## src/rtl/csc_pkg.sv

```systemverilog
package csc_pkg;
    localparam int EVT_W = 8;
    localparam int ARG_W = 11;
    localparam int OP_W  = 5;
    localparam int WIN_W = 3;

    localparam logic [OP_W-1:0] OP_GLOBAL_RST = 5'd0;
    localparam logic [OP_W-1:0] OP_WIN_SEL    = 5'd1;
    localparam logic [OP_W-1:0] OP_XCVR_START = 5'd2;
    localparam logic [OP_W-1:0] OP_RX_OFF     = 5'd3;
    localparam logic [OP_W-1:0] OP_RX_ON      = 5'd4;
    localparam logic [OP_W-1:0] OP_RX_RST     = 5'd5;
    localparam logic [OP_W-1:0] OP_RX_DISCARD = 5'd8;
    localparam logic [OP_W-1:0] OP_TX_ON      = 5'd9;
    localparam logic [OP_W-1:0] OP_TX_OFF     = 5'd10;
    localparam logic [OP_W-1:0] OP_TX_RST     = 5'd11;
    localparam logic [OP_W-1:0] OP_REQ_IRQ    = 5'd12;
    localparam logic [OP_W-1:0] OP_ACK        = 5'd13;
    localparam logic [OP_W-1:0] OP_SET_IMASK  = 5'd14;
    localparam logic [OP_W-1:0] OP_SET_RZMASK = 5'd15;
    localparam logic [OP_W-1:0] OP_SET_FILTER = 5'd16;
    localparam logic [OP_W-1:0] OP_SET_RXE    = 5'd17;
    localparam logic [OP_W-1:0] OP_SET_TXA    = 5'd18;
    localparam logic [OP_W-1:0] OP_SET_TXS    = 5'd19;
    localparam logic [OP_W-1:0] OP_STATS_ON   = 5'd21;
    localparam logic [OP_W-1:0] OP_STATS_OFF  = 5'd22;
    localparam logic [OP_W-1:0] OP_XCVR_STOP  = 5'd23;

    localparam int EVT_LATCH = 0;
    localparam int EVT_REQ   = 6;
    localparam logic [ARG_W-1:0] THR_OFF = {ARG_W{1'b1}};

    typedef struct packed {
        logic glb_rst;
        logic win_sel;
        logic xcvr_start;
        logic xcvr_stop;
        logic rx_off;
        logic rx_on;
        logic rx_rst;
        logic rx_discard;
        logic tx_on;
        logic tx_off;
        logic tx_rst;
        logic req_irq;
        logic ack;
        logic set_imask;
        logic set_rzmask;
        logic set_filter;
        logic set_rxe;
        logic set_txa;
        logic set_txs;
        logic stats_on;
        logic stats_off;
    } cmd_dec_t;

    typedef enum logic [1:0] {
        ST_IDLE = 2'd0,
        ST_GLB  = 2'd1,
        ST_RXR  = 2'd2,
        ST_TXR  = 2'd3
    } busy_state_e;
endpackage

```

## src/rtl/csc_decoder.sv

```systemverilog
module csc_decoder
    import csc_pkg::*;
(
    input  logic                  valid,
    input  logic [OP_W+ARG_W-1:0] word,
    output cmd_dec_t              dec,
    output logic [ARG_W-1:0]      arg
);
    logic [OP_W-1:0] op;

    assign op  = word[OP_W+ARG_W-1:ARG_W];
    assign arg = word[ARG_W-1:0];

    always_comb begin
        dec = '0;
        if (valid) begin
            unique case (op)
                OP_GLOBAL_RST: dec.glb_rst    = 1'b1;
                OP_WIN_SEL:    dec.win_sel    = 1'b1;
                OP_XCVR_START: dec.xcvr_start = 1'b1;
                OP_RX_OFF:     dec.rx_off     = 1'b1;
                OP_RX_ON:      dec.rx_on      = 1'b1;
                OP_RX_RST:     dec.rx_rst     = 1'b1;
                OP_RX_DISCARD: dec.rx_discard = 1'b1;
                OP_TX_ON:      dec.tx_on      = 1'b1;
                OP_TX_OFF:     dec.tx_off     = 1'b1;
                OP_TX_RST:     dec.tx_rst     = 1'b1;
                OP_REQ_IRQ:    dec.req_irq    = 1'b1;
                OP_ACK:        dec.ack        = 1'b1;
                OP_SET_IMASK:  dec.set_imask  = 1'b1;
                OP_SET_RZMASK: dec.set_rzmask = 1'b1;
                OP_SET_FILTER: dec.set_filter = 1'b1;
                OP_SET_RXE:    dec.set_rxe    = 1'b1;
                OP_SET_TXA:    dec.set_txa    = 1'b1;
                OP_SET_TXS:    dec.set_txs    = 1'b1;
                OP_STATS_ON:   dec.stats_on   = 1'b1;
                OP_STATS_OFF:  dec.stats_off  = 1'b1;
                OP_XCVR_STOP:  dec.xcvr_stop  = 1'b1;
                default:       dec = '0;
            endcase
        end
    end
endmodule

```

## src/rtl/csc_busy_fsm.sv

```systemverilog
module csc_busy_fsm
    import csc_pkg::*;
#(
    parameter int RST_CYCLES = 16
) (
    input  logic clk,
    input  logic rst_n,
    input  logic start_glb,
    input  logic start_rx,
    input  logic start_tx,
    output logic busy,
    output logic rx_rst,
    output logic tx_rst
);
    localparam int CNT_W = $clog2(RST_CYCLES + 1);
    localparam logic [CNT_W-1:0] CNT_LOAD = CNT_W'(RST_CYCLES - 1);

    busy_state_e      st, st_n;
    logic [CNT_W-1:0] cnt, cnt_n;

    always_ff @(posedge clk or negedge rst_n) begin
        if (!rst_n) begin
            st  <= ST_IDLE;
            cnt <= '0;
        end else begin
            st  <= st_n;
            cnt <= cnt_n;
        end
    end

    always_comb begin
        st_n  = st;
        cnt_n = cnt;
        unique case (st)
            ST_IDLE: begin
                if (start_glb) begin
                    st_n  = ST_GLB;
                    cnt_n = CNT_LOAD;
                end else if (start_rx) begin
                    st_n  = ST_RXR;
                    cnt_n = CNT_LOAD;
                end else if (start_tx) begin
                    st_n  = ST_TXR;
                    cnt_n = CNT_LOAD;
                end
            end
            ST_GLB, ST_RXR, ST_TXR: begin
                if (cnt == '0) st_n = ST_IDLE;
                else           cnt_n = cnt - 1'b1;
            end
        endcase
    end

    always_comb begin
        busy   = (st != ST_IDLE);
        rx_rst = (st == ST_GLB) || (st == ST_RXR);
        tx_rst = (st == ST_GLB) || (st == ST_TXR);
    end

    // a running reset keeps the block busy until its count runs out
    assert_busy_hold_R8: assert property (@(posedge clk) disable iff (!rst_n)
        (st != ST_IDLE && cnt != '0) |=> busy);
endmodule

```

## src/rtl/csc_event_latch.sv

```systemverilog
module csc_event_latch
    import csc_pkg::*;
(
    input  logic             clk,
    input  logic             rst_n,
    input  logic             clr_all,
    input  logic [EVT_W-1:0] evt_in,
    input  logic             req_set,
    input  logic             ack_en,
    input  logic [EVT_W-1:0] ack_mask,
    input  logic [EVT_W-1:0] imask,
    input  logic [EVT_W-1:0] rzmask,
    output logic [EVT_W-1:0] visible,
    output logic             irq
);
    logic [EVT_W-1:0] lat, set_vec, clr_vec;

    generate
        for (genvar i = 0; i < EVT_W; i++) begin : g_set
            if (i == EVT_LATCH) begin : g_latch_bit
                assign set_vec[i] = evt_in[i] | (|(lat[EVT_W-1:1] & imask[EVT_W-1:1]));
            end else if (i == EVT_REQ) begin : g_req_bit
                assign set_vec[i] = evt_in[i] | req_set;
            end else begin : g_plain_bit
                assign set_vec[i] = evt_in[i];
            end
        end
    endgenerate

    assign clr_vec = ack_en ? ack_mask : '0;

    always_ff @(posedge clk or negedge rst_n) begin
        if (!rst_n)       lat <= '0;
        else if (clr_all) lat <= '0;
        else              lat <= (lat & ~clr_vec) | set_vec;
    end

    assign visible = lat & rzmask;
    assign irq     = |(lat & imask);

    // after an acknowledge no acknowledged bit remains unless it was set together
    assert_ack_clears_R4: assert property (@(posedge clk) disable iff (!rst_n)
        (ack_en && !clr_all) |=> ((lat & $past(ack_mask) & ~$past(set_vec)) == '0));

    // every set event is latched on the next cycle
    assert_event_latched_R3: assert property (@(posedge clk) disable iff (!rst_n)
        (set_vec != '0 && !clr_all) |=> (($past(set_vec) & ~lat) == '0));

    // the request line needs a latched event behind it
    assert_irq_source_R5: assert property (@(posedge clk) disable iff (!rst_n)
        irq |-> (lat != '0));
endmodule

```

## src/rtl/cmd_status_ctrl.sv

```systemverilog
module cmd_status_ctrl
    import csc_pkg::*;
#(
    parameter int RST_CYCLES = 16
) (
    input  logic                  clk,
    input  logic                  rst_n,
    input  logic                  cmd_wr,
    input  logic [OP_W+ARG_W-1:0] cmd_word,
    input  logic [EVT_W-1:0]      evt_in,
    output logic [15:0]           status,
    output logic                  irq,
    output logic                  busy,
    output logic                  rx_en,
    output logic                  tx_en,
    output logic                  stats_en,
    output logic                  xcvr_on,
    output logic [3:0]            rx_filter,
    output logic [ARG_W-1:0]      rx_early_thr,
    output logic [ARG_W-1:0]      tx_avail_thr,
    output logic [ARG_W-1:0]      tx_start_thr,
    output logic                  rx_early_irq_on,
    output logic                  tx_avail_irq_on,
    output logic                  rx_rst,
    output logic                  tx_rst,
    output logic                  rx_discard
);
    cmd_dec_t         dec;
    logic [ARG_W-1:0] arg;
    logic [WIN_W-1:0] window;
    logic [EVT_W-1:0] imask, rzmask, visible;
    logic             accept;

    assign accept = cmd_wr && !busy;

    csc_decoder u_dec (
        .valid (accept),
        .word  (cmd_word),
        .dec   (dec),
        .arg   (arg)
    );

    csc_busy_fsm #(.RST_CYCLES(RST_CYCLES)) u_busy (
        .clk       (clk),
        .rst_n     (rst_n),
        .start_glb (dec.glb_rst),
        .start_rx  (dec.rx_rst),
        .start_tx  (dec.tx_rst),
        .busy      (busy),
        .rx_rst    (rx_rst),
        .tx_rst    (tx_rst)
    );

    csc_event_latch u_evt (
        .clk      (clk),
        .rst_n    (rst_n),
        .clr_all  (dec.glb_rst),
        .evt_in   (evt_in),
        .req_set  (dec.req_irq),
        .ack_en   (dec.ack),
        .ack_mask (arg[EVT_W-1:0]),
        .imask    (imask),
        .rzmask   (rzmask),
        .visible  (visible),
        .irq      (irq)
    );

    always_ff @(posedge clk or negedge rst_n) begin
        if (!rst_n) begin
            window       <= '0;
            rx_en        <= 1'b0;
            tx_en        <= 1'b0;
            stats_en     <= 1'b0;
            xcvr_on      <= 1'b0;
            imask        <= '0;
            rzmask       <= '0;
            rx_filter    <= '0;
            rx_early_thr <= THR_OFF;
            tx_avail_thr <= THR_OFF;
            tx_start_thr <= THR_OFF;
            rx_discard   <= 1'b0;
        end else if (dec.glb_rst) begin
            window       <= '0;
            rx_en        <= 1'b0;
            tx_en        <= 1'b0;
            stats_en     <= 1'b0;
            xcvr_on      <= 1'b0;
            imask        <= '0;
            rzmask       <= '0;
            rx_filter    <= '0;
            rx_early_thr <= THR_OFF;
            tx_avail_thr <= THR_OFF;
            tx_start_thr <= THR_OFF;
            rx_discard   <= 1'b0;
        end else begin
            rx_discard <= dec.rx_discard;
            if (dec.win_sel)                window   <= arg[WIN_W-1:0];
            if (dec.rx_on)                  rx_en    <= 1'b1;
            if (dec.rx_off || dec.rx_rst)   rx_en    <= 1'b0;
            if (dec.tx_on)                  tx_en    <= 1'b1;
            if (dec.tx_off || dec.tx_rst)   tx_en    <= 1'b0;
            if (dec.stats_on)               stats_en <= 1'b1;
            if (dec.stats_off)              stats_en <= 1'b0;
            if (dec.xcvr_start)             xcvr_on  <= 1'b1;
            if (dec.xcvr_stop)              xcvr_on  <= 1'b0;
            if (dec.set_imask)              imask    <= arg[EVT_W-1:0];
            if (dec.set_rzmask)             rzmask   <= arg[EVT_W-1:0];
            if (dec.set_filter)             rx_filter <= arg[3:0];
            if (dec.set_rxe)                rx_early_thr <= arg;
            if (dec.set_txa)                tx_avail_thr <= arg;
            if (dec.set_txs)                tx_start_thr <= arg;
        end
    end

    assign rx_early_irq_on = (rx_early_thr != THR_OFF);
    assign tx_avail_irq_on = (tx_avail_thr != THR_OFF);
    assign status = {window, busy, 4'b0000, visible};

    // a write while busy leaves window and receive enable untouched
    assert_busy_ignore_R8: assert property (@(posedge clk) disable iff (!rst_n)
        (cmd_wr && busy) |=> ($stable(window) && $stable(rx_en)));

    // an accepted receive disable leaves receive off
    assert_rx_off_R7: assert property (@(posedge clk) disable iff (!rst_n)
        dec.rx_off |=> !rx_en);

    // global reset brings the control state back to its reset values
    assert_glb_clears_R9: assert property (@(posedge clk) disable iff (!rst_n)
        dec.glb_rst |=> (!rx_en && !tx_en && !stats_en && window == '0 && !irq));
endmodule

```

## config.mk

```make
export PLATFORM = sky130hd
export DESIGN_NAME = cmd_status_ctrl
export DESIGN_NICKNAME = d
export VERILOG_FILES = /design/src/rtl/csc_pkg.sv /design/src/rtl/csc_decoder.sv /design/src/rtl/csc_busy_fsm.sv /design/src/rtl/csc_event_latch.sv /design/src/rtl/cmd_status_ctrl.sv
export SDC_FILE = /design/constraint.sdc
export NUM_CORES = 1
export LEC_CHECK = 0
export BUFFER_PORTS_ARGS = -buffer_cell sky130_fd_sc_hd__buf_2
export CAP_MARGIN = 40
export CORE_ASPECT_RATIO = 0.7
export CORE_UTILIZATION = 50
export CTS_BUF_LIST = sky130_fd_sc_hd__clkbuf_2
export DETAILED_ROUTE_END_ITERATION = 8
export PLACE_DENSITY = 0.8
export SETUP_SLACK_MARGIN = 0.05
export SLEW_MARGIN = 0
export SYNTH_ARGS = -nofsm -noshare
export SYNTH_HDL_FRONTEND = slang
export SYNTH_SLANG_ARGS = --single-unit
```

## constraint.sdc

```tcl
create_clock -name clk -period 4.81 [get_ports clk]
set_input_delay 0.481 -clock clk [delete_from_list [all_inputs] [get_ports clk]]
set_output_delay 0.481 -clock clk [all_outputs]
set_load 0.02 [all_outputs]
```

; Word-level counts from Yosys, hierarchy flattened
; Index checks and enable logic that the tools add are counted.
[op_classes]
add_sub_neg = 1
n_eq_ne = 28
mux = 61
bitwise_logic = 8
n_reduce_logical = 26
[ops]
columns = op, n
row1 = 11-bit two-way mux, 6
row2 = 8-bit two-way mux, 6
row3 = 5-bit by 4-bit == test with 1-bit output (second input constant), 8
row4 = 5-bit == test (second input constant), 7
row5 = 1-bit two-way mux, 34
row6 = 8-bit AND, 3
row7 = 11-bit inequality test (second input constant), 2
row8 = 21-bit two-way mux, 1
row9 = 5-bit two-way mux, 4
row10 = 2-bit nonzero test, 8
row11 = 3-bit nonzero test, 4
row12 = 5-bit by 2-bit == test with 1-bit output (second input constant), 2
row13 = 5-bit by 3-bit == test with 1-bit output (second input constant), 2
row14 = 5-bit logical NOT, 2
row15 = 5-bit one-hot mux with 2 select lines, 1
row16 = 2-bit two-way mux, 4
row17 = 4-bit two-way mux, 2
row18 = 8-bit NOT, 1
row19 = 8-bit bitwise OR, 1
row20 = 8-bit OR reduction, 1
row21 = 7-bit AND, 1
row22 = 7-bit OR reduction, 1
row23 = 3-bit two-way mux, 2
row24 = 5-bit by 1-bit == test with 1-bit output (second input constant), 1
row25 = 14 further kinds, 20
[word_totals]
in_bits = 27
word_cells = 139
reg_bits = 76

; Longest topological paths before layout
; Gate-level depths: netlist (run 1).
[logic_depth]
depth_word = 9
depth_mapped = 8
ltp_nobuf = 6

; Cells and area by module
; A second synthesis (run 1) with hierarchy kept.
[unflattened]
hier_cells = 349
area_unflattened_um2 = 3787.4
[modules_own_cells]
columns = mod, seq_area_each_um2, cells_each, n_inst, area_each_um2
row1 = cmd_status_ctrl, 1567.8, 213, 1, 2672.6
row2 = csc_busy_fsm, 175.2, 47, 1, 454.2
row3 = csc_event_latch, 200.2, 47, 1, 402.9
row4 = csc_decoder, 0.0, 42, 1, 257.7

; Least setup slack after synthesis (run 1)
; No wires, ideal clock.
[synth_timing]
path_type = register to register
start = register u_busy.st[0]
end = register u_evt.lat[0]
path_stages_with_launch = 8
arrival_ns = 1.665
n_path_buf = 1
required_time_ns = 4.686
path_slack_ns = 3.021
path_cell_list = dfrtp_1 -> inv_1 -> ha_1 -> buf_4 -> nand3b_4 -> nor4_4 -> a21boi_1 -> o31a_1
[synth_between]
elab_chain_cells = 9
[synth_rtl]
columns = item, line
row1 = "start, declared", csc_busy_fsm.sv:18  ; busy_state_e st, st_n;
row2 = "start signal, assigned", csc_busy_fsm.sv:26  ; st <= st_n;
row3 = 2-bit nonzero test *, csc_busy_fsm.sv:55  ; busy = (st != ST_IDLE);
row4 = 1-bit logical NOT *, cmd_status_ctrl.sv:34  ; assign accept = cmd_wr && !busy;
row5 = 1-bit logical AND *, cmd_status_ctrl.sv:34
row6 = 21-bit two-way mux *, csc_decoder.sv:16  ; if (valid) begin
row7 = 8-bit two-way mux, csc_event_latch.sv:30  ; assign clr_vec = ack_en ? ack_mask : '0;
row8 = 8-bit NOT, csc_event_latch.sv:35  ; else lat <= (lat & ~clr_vec) | set_vec;
row9 = 8-bit AND, csc_event_latch.sv:35
row10 = 8-bit bitwise OR, csc_event_latch.sv:35
row11 = 8-bit two-way mux *, csc_event_latch.sv:34  ; else if (clr_all) lat <= '0;
row12 = "end signal, assigned", csc_event_latch.sv:35
row13 = "end, declared", csc_event_latch.sv:16  ; logic [EVT_W-1:0] lat, set_vec, clr_vec;
; Every way passes the cells marked *; elsewhere a longest branch is shown, timed or not.
; A chain may end at the register's enable or synchronous reset.

; Worst setup path in the final report (run 1)
[layout_timing]
start = register u_busy.st[1]
end = register rzmask[4]
[layout_between]
elab_chain_cells = 5
elab_cells_between_ends = 6
[layout_rtl]
columns = item, line
row1 = 2-bit nonzero test *, csc_busy_fsm.sv:55
row2 = 1-bit logical NOT *, cmd_status_ctrl.sv:34
row3 = 1-bit logical AND *, cmd_status_ctrl.sv:34
row4 = 21-bit two-way mux *, csc_decoder.sv:16
row5 = 8-bit two-way mux or 2-bit nonzero test (tied branches), n/a
row6 = "end signal, assigned", cmd_status_ctrl.sv:107  ; if (dec.set_rzmask) rzmask <= arg[EVT_W-1:0];
row7 = "end, declared", cmd_status_ctrl.sv:31  ; logic [EVT_W-1:0] imask, rzmask, visible;
; Marked as above.

==> results.json, run 1 <==
{
  "port_buffers": 86,
  "fmax_ghz": 0.403,
  "start_kind": "flop",
  "rows": 25,
  "synthTopCellsByArea": "dfrtp_1 (29%), dfstp_2 (24%), nand2_1 (8.8%)",
  "ys_types": 54,
  "gp_congestion": 0.838,
  "fp.dieArea_sq_mm": 0.00771,
  "hold_class": "input pin to flop",
  "cts_made_buffers": 9,
  "dr.pass1.iters": 5,
  "dp_hpwl_um": 6360,
  "n_fill_cell": 598,
  "dieWidth_um": 105,
  "p_leak_nw": 2.16,
  "die_y_um": 73.8,
  "synth_warnings": 0,
  "p_per_area_mw_per_mm2": 573,
  "avgViaCountPerCell": 5.51,
  "start_util": 0.530,
  "drv_slew": 0,
  "place_area_sq_mm": 0.00417,
  "synth_seq_area_share": 0.528,
  "hp-start": "cmd_word[10]",
  "wl_per_cell_um": 15.8,
  "period_minus_slack_ns": 2.48,
  "rsz0062_at_grt": "false",
  "reg2reg_depth": 6,
  "drive_above_1_share": 0.322,
  "areaGrowthSynthToFinish_pct": 18.2,
  "worstMarginPinSlew_ns": 0.753,
  "worstReg2RegEnd": "rzmask[4]",
  "grt_pass1_vias": 2897,
  "clk_path_buf_depth": 2,
  "ios": 91,
  "setup_viol": 0,
  "post_cts_resized": 0,
  "slew_headroom": 0.497,
  "clock_skew_ns": 0.0264,
  "fin_util": 0.626,
  "ys.flop_type": "dfrtp_1",
  "netlist.area_leader.share": 0.293,
  "fin_setup_tns_ns": 0,
  "grt_usage": 0.245,
  "clock_sinks": 76,
  "hold_end": "tx_avail_thr[10]",
  "antenna_found_initial": 0,
  "ys_async_sr_fraction": 1.00,
  "core_sq_mm": 0.00694,
  "synth_top_area_cell": "dfrtp_1",
  "critPathSlowestCell": "nor2_2",
  "antenna_cells": 0,
  "vias": 3102,
  "synth_common_cells": "nand2_1 (86), dfrtp_1 (43), nand3_1 (39)",
  "cp-end-kind": "flop",
  "yosysMostFrequentCell": "nand2_1",
  "crit_fanout": 17,
  "timing.final.crit_share": 0.516,
  "synth_area_per_cell_sq_um": 9.60,
  "hold_path_depth": 3,
  "post-cts-setup-buffers": 0,
  "root_buffer": "clkbuf_2",
  "final_area_sq_mm": 0.00435,
  "nNetsFinal": 496,
  "outcome": "completed",
  "ant_nets": 0,
  "overflow": 0,
  "cts_tree": "yes",
  "synth-edff-count": 0,
  "slowest_delay_ns": 0.63,
  "drv_cap": 0,
  "htree_num_levels": 3,
  "drcViolationCount": 0,
  "hold_buffers": 1,
  "hold_viol_final": 0,
  "synth_seq_cells": 76,
  "syn_inst": 383,
  "crit_arrival_ns": 2.89,
  "drt-initial-drc-count": 219,
  "routed_wl_um": 8890,
  "rrSetupSlack_ns": 2.33,
  "clkSlewWorstSetupHoldPaths_ns": 0.24,
  "worstSkewPairLatency_ns": 0.54,
  "cp_cell_sequence": "inv_1 -> ha_1 -> and3b_1 -> nand3_2 -> nor2_2 -> nor2_1",
  "grt_pass1_wl_um": 14300,
  "synth_area_sq_mm": 0.00368,
  "crit_required_ns": 5.22,
  "ir_drop_v": 0.000237,
  "grt_max_degree": 63,
  "rr_startpoint": "u_busy.st[1]",
  "worstSetupPathType": "flop to flop"
}
routing by layer:
metal / vias up / global-route usage / share of wire
met5: - / 0 / 0
met4: 0 / 0.0571 / 0.0081
met3: 9 / 0.0665 / 0.062
met2: 108 / 0.375 / 0.45
met1: 1510 / 0.349 / 0.48
li1: 1475 / - / -
logic make-up (layout without fill, tap and decap cells):
group	after synthesis	in the layout	share of synthesized area
mux	16	16	0.0435
other cells	1	4	0.00102
xor+xnor	1	1	0.00238
compound gates	53	53	0.0966
flops	76	76	0.528
buf+inv	41	124	0.0537
fa+ha+maj	5	5	0.0170
simple gates	190	190	0.257
flip-flops by register name (all words and copies together), names as in the netlist:
name	count
imask	8
rx_discard	1
rx_early_thr	11
rx_en	1
rx_filter	4
rzmask	8
stats_en	1
tx_avail_thr	11
tx_en	1
tx_start_thr	11
u_busy.cnt	5
u_busy.st	2
u_evt.lat	8
window	3
xcvr_on	1
critical path: cells and delay by family (launching register included):
kind          cells  cell delay (ns)
flops             1             0.46
fa+ha+maj         1             0.41
buf+inv           1             0.12
simple gates      4             1.35
through the flow:
stage          hold WS (ns)  total power [mW]  setup WS, ns  std cells
6_report              0.146              2.49          2.33        563
4_1_cts               0.118              2.50          2.34        563
5_1_grt              0.0887              2.64          2.10        563
3_5_place_dp          0.428              2.03          2.39        546
3_3_place_gp          0.459              1.99          2.22        544
2_1_floorplan         0.185              1.72          3.02        386
power breakdown:
group	leakage [nW]	internal (mW)	switching, mW
combinational	1.19	0.343	0.597
sequential	0.871	0.932	0.145
clock	0.0961	0.229	0.245
worst max-delay path by stage:
stage                       from           end  cells after the start
floorplan           u_busy.st[0]  u_evt.lat[0]                      7
global placement    u_busy.st[0]  u_busy.st[1]                      5
detailed placement  u_busy.st[1]     rzmask[4]                      6
CTS                 u_busy.st[1]     rzmask[4]                      6
global route        u_busy.st[1]     rzmask[3]                      6
finish              u_busy.st[1]     rzmask[4]                      6
cell usage in the layout (no fill, tap or decap), drive strengths merged, types with 9 or more instances in the layout:
cell type	synthesis	routed
nor2	24	24
o21ai	15	15
a31oi	9	9
nand3	41	41
dfstp	33	33
inv	16	18
mux2i	16	16
buf	16	91
nand2	87	87
and2	9	9
nand4	9	9
clkbuf	9	9
dfrtp	43	43
layout make-up:
type                       count  area, sq um  area share
sequential                    76         1940       0.447
tap                           94          118      0.0271
multi-input combinational    269         1550       0.356
timing repair buffer          92          510       0.117
clock buffer                   9         45.0      0.0104
inverter                      16         60.1      0.0138
clock inverter                 7          123      0.0282
(Power assumes the default switching activity.)
==> run 2, diff against run 1 <==
- clock period: 4.81 -> 2.3 ns (I/O delays scaled with it)
==> run 2 against run 1 <==
Against the previous run: worst hold slack worse by 0.11 ns; via count up 3.2%; die area unchanged; clock skew down 0.011 ns; global-route usage up 0.18 points; sequential power up 110%; cell count up 3.6%; non-clock buffer count up 20; critical path type is now flop to output pin; largest power group unchanged.
==> results.json, run 2 (synthesized netlist as in run 1, its figures left out) <==
{
  "pwr-share-comb": 0.414,
  "period_minus_slack_ns": 2.05,
  "fin_util": 0.639,
  "drive_above_1_share": 0.311,
  "timing.final.crit_share": 0.892,
  "cp_cell_sequence": "a222oi_1 -> nand3_1 -> a21o_1 -> buf_2",
  "port_buffers": 86,
  "crit_arrival_ns": 1.82,
  "worstSetupPathType": "flop to output pin",
  "place_area_sq_mm": 0.00417,
  "routed_wl_um": 8980,
  "final_cell_mix": "nand2_1 (86), buf_2 (86), dfrtp_1 (43)",
  "clkSlewWorstSetupHoldPaths_ns": 0.20,
  "overflow": 0,
  "gp_congestion": 0.915,
  "clock_skew_ns": 0.0158,
  "outcome": "completed",
  "worstMarginPinSlew_ns": 0.560,
  "start_kind": "flop",
  "antenna_cells": 0,
  "htree_num_levels": 3,
  "multi_input_area_sq_mm": 0.00155,
  "die_y_um": 73.8,
  "switchingPower_mw": 2.00,
  "wl_per_cell_um": 15.4,
  "rsz0062_at_grt": "false",
  "fin_setup_tns_ns": 0,
  "p_int_mw": 2.82,
  "sw_frac_of_total": 0.415,
  "dr.pass1.iters": 5,
  "grt_pass1_wl_um": 14500,
  "fmax_ghz": 0.487,
  "crit_required_ns": 2.07,
  "core_sq_mm": 0.00694,
  "cts_made_buffers": 9,
  "wl_met2_um": 4020,
  "avgViaCountPerCell": 5.49,
  "ios": 91,
  "clk_path_buf_depth": 2,
  "root_buffer": "clkbuf_2",
  "crit_fanout": 2,
  "final_area_sq_mm": 0.00444,
  "cp-end-kind": "output pin",
  "setup_viol": 0,
  "hold_viol_final": 0,
  "drt-initial-drc-count": 263,
  "p_leak_nw": 2.20,
  "biggestRegsByFlops": "rx_early_thr x11, tx_avail_thr x11, tx_start_thr x11",
  "vias": 3200,
  "dp_hpwl_um": 6380,
  "cts_tree": "yes",
  "nNetsFinal": 516,
  "drcViolationCount": 0,
  "areaGrowthSynthToFinish_pct": 20.7,
  "regArea_sq_mm": 0.00194,
  "grt_pass1_vias": 2943,
  "start_util": 0.530,
  "route.met3.wl_um": 627,
  "drv_slew": 0,
  "hold_class": "input pin to flop",
  "worstSkewPairLatency_ns": 0.51,
  "clock_sinks": 76,
  "top_layer": "met4",
  "dieWidth_um": 105,
  "ir_drop_v": 0.000544,
  "rows": 25,
  "p_per_area_mw_per_mm2": 1090,
  "slew_headroom": 0.625,
  "p_clk_frac": 0.118,
  "post-cts-setup-buffers": 0,
  "wl_met1_um": 4230,
  "slowest_delay_ns": 0.43,
  "ant_nets": 0,
  "seq_power_share": 0.468,
  "n_fill_cell": 575,
  "critPathSlowestCell": "dfrtp_1",
  "fp.dieArea_sq_mm": 0.00771,
  "grt_usage": 0.247,
  "drv_cap": 0,
  "grt_max_degree": 77,
  "antenna_found_initial": 0
}
[run 2: worst paths after layout]
check	end	cells after the start	slack, ns	start
min in group asynchronous	stats_en	3	0.23	rst_n
hold / removal	rx_early_thr[2]	3	0.04	cmd_word[2]
max in group asynchronous	tx_start_thr[2]	3	1.68	rst_n
setup / recovery	irq	4	0.25	imask[1]
hold reg to reg	rx_early_thr[10]	2	0.50	rx_early_thr[10]
setup reg to reg	imask[2]	6	0.32	u_busy.st[1]
[run 2: per-stage QoR]
step	hold WS [ns]	total power, mW	setup WS (ns)	std cells
6_report	0.0359	4.82	0.249	583
5_1_grt	0.00464	5.12	0.150	583
4_1_cts	0.00227	4.84	0.165	583
3_5_place_dp	0.291	4.25	0.186	548
3_3_place_gp	0.289	4.17	0.302	548
2_1_floorplan	-0.0656	3.59	0.511	386
[run 2: layout make-up]
cell class,instances,area share
clock inverters,7,0.00733
inverters,16,0.0135
multi-input cells,269,0.349
repair buffers,112,0.155
flip-flops and latches,76,0.438
clock buffers,9,0.0101
well taps,94,0.0265
[run 2: critical path: cells and delay by family (launching register included)]
family          cells  cell delay [ns]
flops               1             0.43
buf+inv             1             0.15
compound gates      2             0.55
simple gates        1             0.18
[run 2: power groups by stage]
stage / Combinational (mW) / Sequential [mW] / Clock [mW]
6_report: 2.00 / 2.26 / 0.568
5_1_grt: 2.17 / 2.32 / 0.631
4_1_cts: 2.00 / 2.25 / 0.583
3_5_place_dp: 1.97 / 2.28 / 0
3_3_place_gp: 1.91 / 2.25 / 0
2_1_floorplan: 0.957 / 2.63 / 0
[run 2: layer usage]
metal	vias up	track usage
li1	1513	-
met1	1533	0.348
met2	141	0.377
met3	13	0.0603
met4	0	0.0778
met5	-	0
[run 2: what timing repair did]
action,4_1_cts,5_1_grt
hold buffers,19,0
hold endpoints to repair,80,0
endpoints found under the setup margin,0,10
resized for setup,0,2
==> run 3, diff against run 2 <==
- REMOVE_ABC_BUFFERS: default -> 1
==> run 3 against run 2 <==
Against the previous run: clock-buffer cell count unchanged; die area unchanged; fmax decreased by 0.73%; setup slack got worse by 0.015 ns; via count increased by 1.0%; global-route usage increased by 0.48 points; cell area increased by 0.73%; register-to-register slack got worse by 0.06 ns; critical path type unchanged; largest power group unchanged.
==> results.json, run 3 (synthesized netlist as in run 1, its figures left out) <==
{
  "rr_startpoint": "u_busy.st[0]",
  "ios": 91,
  "antenna_found_initial": 0,
  "drv_slew": 0,
  "grt_usage": 0.252,
  "hold_end": "window[0]",
  "crit_required_ns": 2.07,
  "ant_nets": 0,
  "p_leak_nw": 2.21,
  "setup_viol": 0,
  "die_y_um": 73.8,
  "grt_pass1_wl_um": 14900,
  "fp.dieArea_sq_mm": 0.00771,
  "overflow": 0,
  "dr.pass1.iters": 5,
  "drt-initial-drc-count": 327,
  "post-cts-setup-buffers": 0,
  "cts_tree": "yes",
  "reg2reg_depth": 6,
  "hold_viol_final": 0,
  "hold_path_depth": 3,
  "clock_sinks": 76,
  "outcome": "completed",
  "hold_class": "input pin to flop",
  "hp-start": "cmd_word[11]",
  "cts_made_buffers": 9,
  "cp-end-kind": "output pin",
  "pre_cts_ws_ns": 0.181,
  "clk_path_buf_depth": 2,
  "htree_num_levels": 3,
  "gp_congestion": 0.896,
  "avgViaCountPerCell": 5.54,
  "fin_ws_ns": 0.234,
  "slew_headroom": 0.641,
  "crit_start": "imask[1]",
  "grt_pass1_vias": 2973,
  "core_sq_mm": 0.00694,
  "areaGrowthSynthToFinish_pct": 21.6,
  "antenna_cells": 0,
  "final_cell_mix": "nand2_1 (86), buf_2 (86), dfrtp_1 (43)",
  "worstMarginPinSlew_ns": 0.536,
  "crit_arrival_ns": 1.84,
  "start_util": 0.530,
  "worstReg2RegEnd": "rzmask[5]",
  "ir_drop_v": 0.000496,
  "nNetsFinal": 517,
  "fin_setup_tns_ns": 0,
  "clock_skew_ns": 0.0145,
  "drive_above_1_share": 0.316,
  "dp_hpwl_um": 6360,
  "rows": 25,
  "whs_ns": 0.0641,
  "dieWidth_um": 105,
  "fmax_ghz": 0.484,
  "drcViolationCount": 0,
  "worstSkewPairLatency_ns": 0.53,
  "drv_cap": 0,
  "vias": 3233,
  "clkSlewWorstSetupHoldPaths_ns": 0.23,
  "timing.final.crit_share": 0.898,
  "p_per_area_mw_per_mm2": 1100,
  "period_minus_slack_ns": 2.07,
  "rsz0062_at_grt": "false",
  "crit_fanout": 2,
  "grt_max_degree": 77,
  "wl_per_cell_um": 15.6,
  "routed_wl_um": 9140,
  "start_kind": "flop",
  "worstSetupPathType": "flop to output pin",
  "port_buffers": 86,
  "rrSetupSlack_ns": 0.26,
  "biggestRegsByFlops": "rx_early_thr x11, tx_avail_thr x11, tx_start_thr x11",
  "root_buffer": "clkbuf_2"
}
## run 3: cell count changes in the layout (fill, tap and decap cells not counted)
cell           previous run  this run
clkinv_4                  0         1
inv_4                     1         0
inv_6                     0         3
dlygate4sd3_1            19        20
buf_4                     5         6
buf_6                     1         0
clkinv_1                  3         0
inv_8                     0         1
clkinv_2                  3         1
clkinvlp_4                0         1
## run 3: worst max path at each step
stage	end	slack, ns	depth (start not counted)
after global placement	rzmask[4]	0.31	6
final	irq	0.23	4
after floorplan	u_busy.st[1]	0.13	5
after CTS	rzmask[5]	0.14	6
after detailed placement	rzmask[5]	0.18	6
after global routing	irq	0.09	4
## run 3: layout make-up
type | count | area (sq um)
Tap cell | 94 | 118
Fill cell | 588 | 2470
Clock buffer | 9 | 45.0
Sequential cell | 76 | 1940
Multi-Input combinational cell | 269 | 1550
Clock inverter | 7 | 58.8
Inverter | 16 | 60.1
Timing Repair Buffer | 113 | 696
## run 3: per-stage QoR
step | total power [mW] | cell area, sq um | util | cells
2_1_floorplan | 3.54 | 3550 | - | 361
3_3_place_gp | 4.16 | 4170 | 0.600 | 548
3_5_place_dp | 4.25 | 4170 | 0.600 | 548
4_1_cts | 4.95 | 4470 | 0.644 | 584
5_1_grt | 5.27 | 4470 | 0.644 | 584
6_report | 4.94 | 4470 | 0.644 | 584
## run 3: timing repair
action,4_1_cts,5_1_grt
endpoints found under the setup margin,0,23
hold buffers,20,0
endpoints found under the hold margin,121,0
resized for setup,0,1
## run 3: report_power, final
group / switching, mW / leakage (nW) / total, mW / internal, mW
Clock: 0.522 / 0.0652 / 0.684 / 0.162
Sequential: 0.303 / 0.871 / 2.25 / 1.95
Combinational: 1.26 / 1.27 / 2.00 / 0.744
Total: 2.08 / 2.21 / 4.94 / 2.86
## run 3: layer usage
layer,share of wire,track usage,up-vias,wire length (um)
li1,-,-,1507,-
met1,0.46,0.362,1583,4180
met2,0.45,0.389,138,4150
met3,0.083,0.0524,5,757
met4,0.0050,0.0667,0,46
met5,0,0,-,0
## run 3: critical path: stages, from the launching register on
cell,delay [ns]
dfrtp_1,0.45
a222oi_1,0.35
nand3_1,0.18
a21o_1,0.18
buf_2,0.15
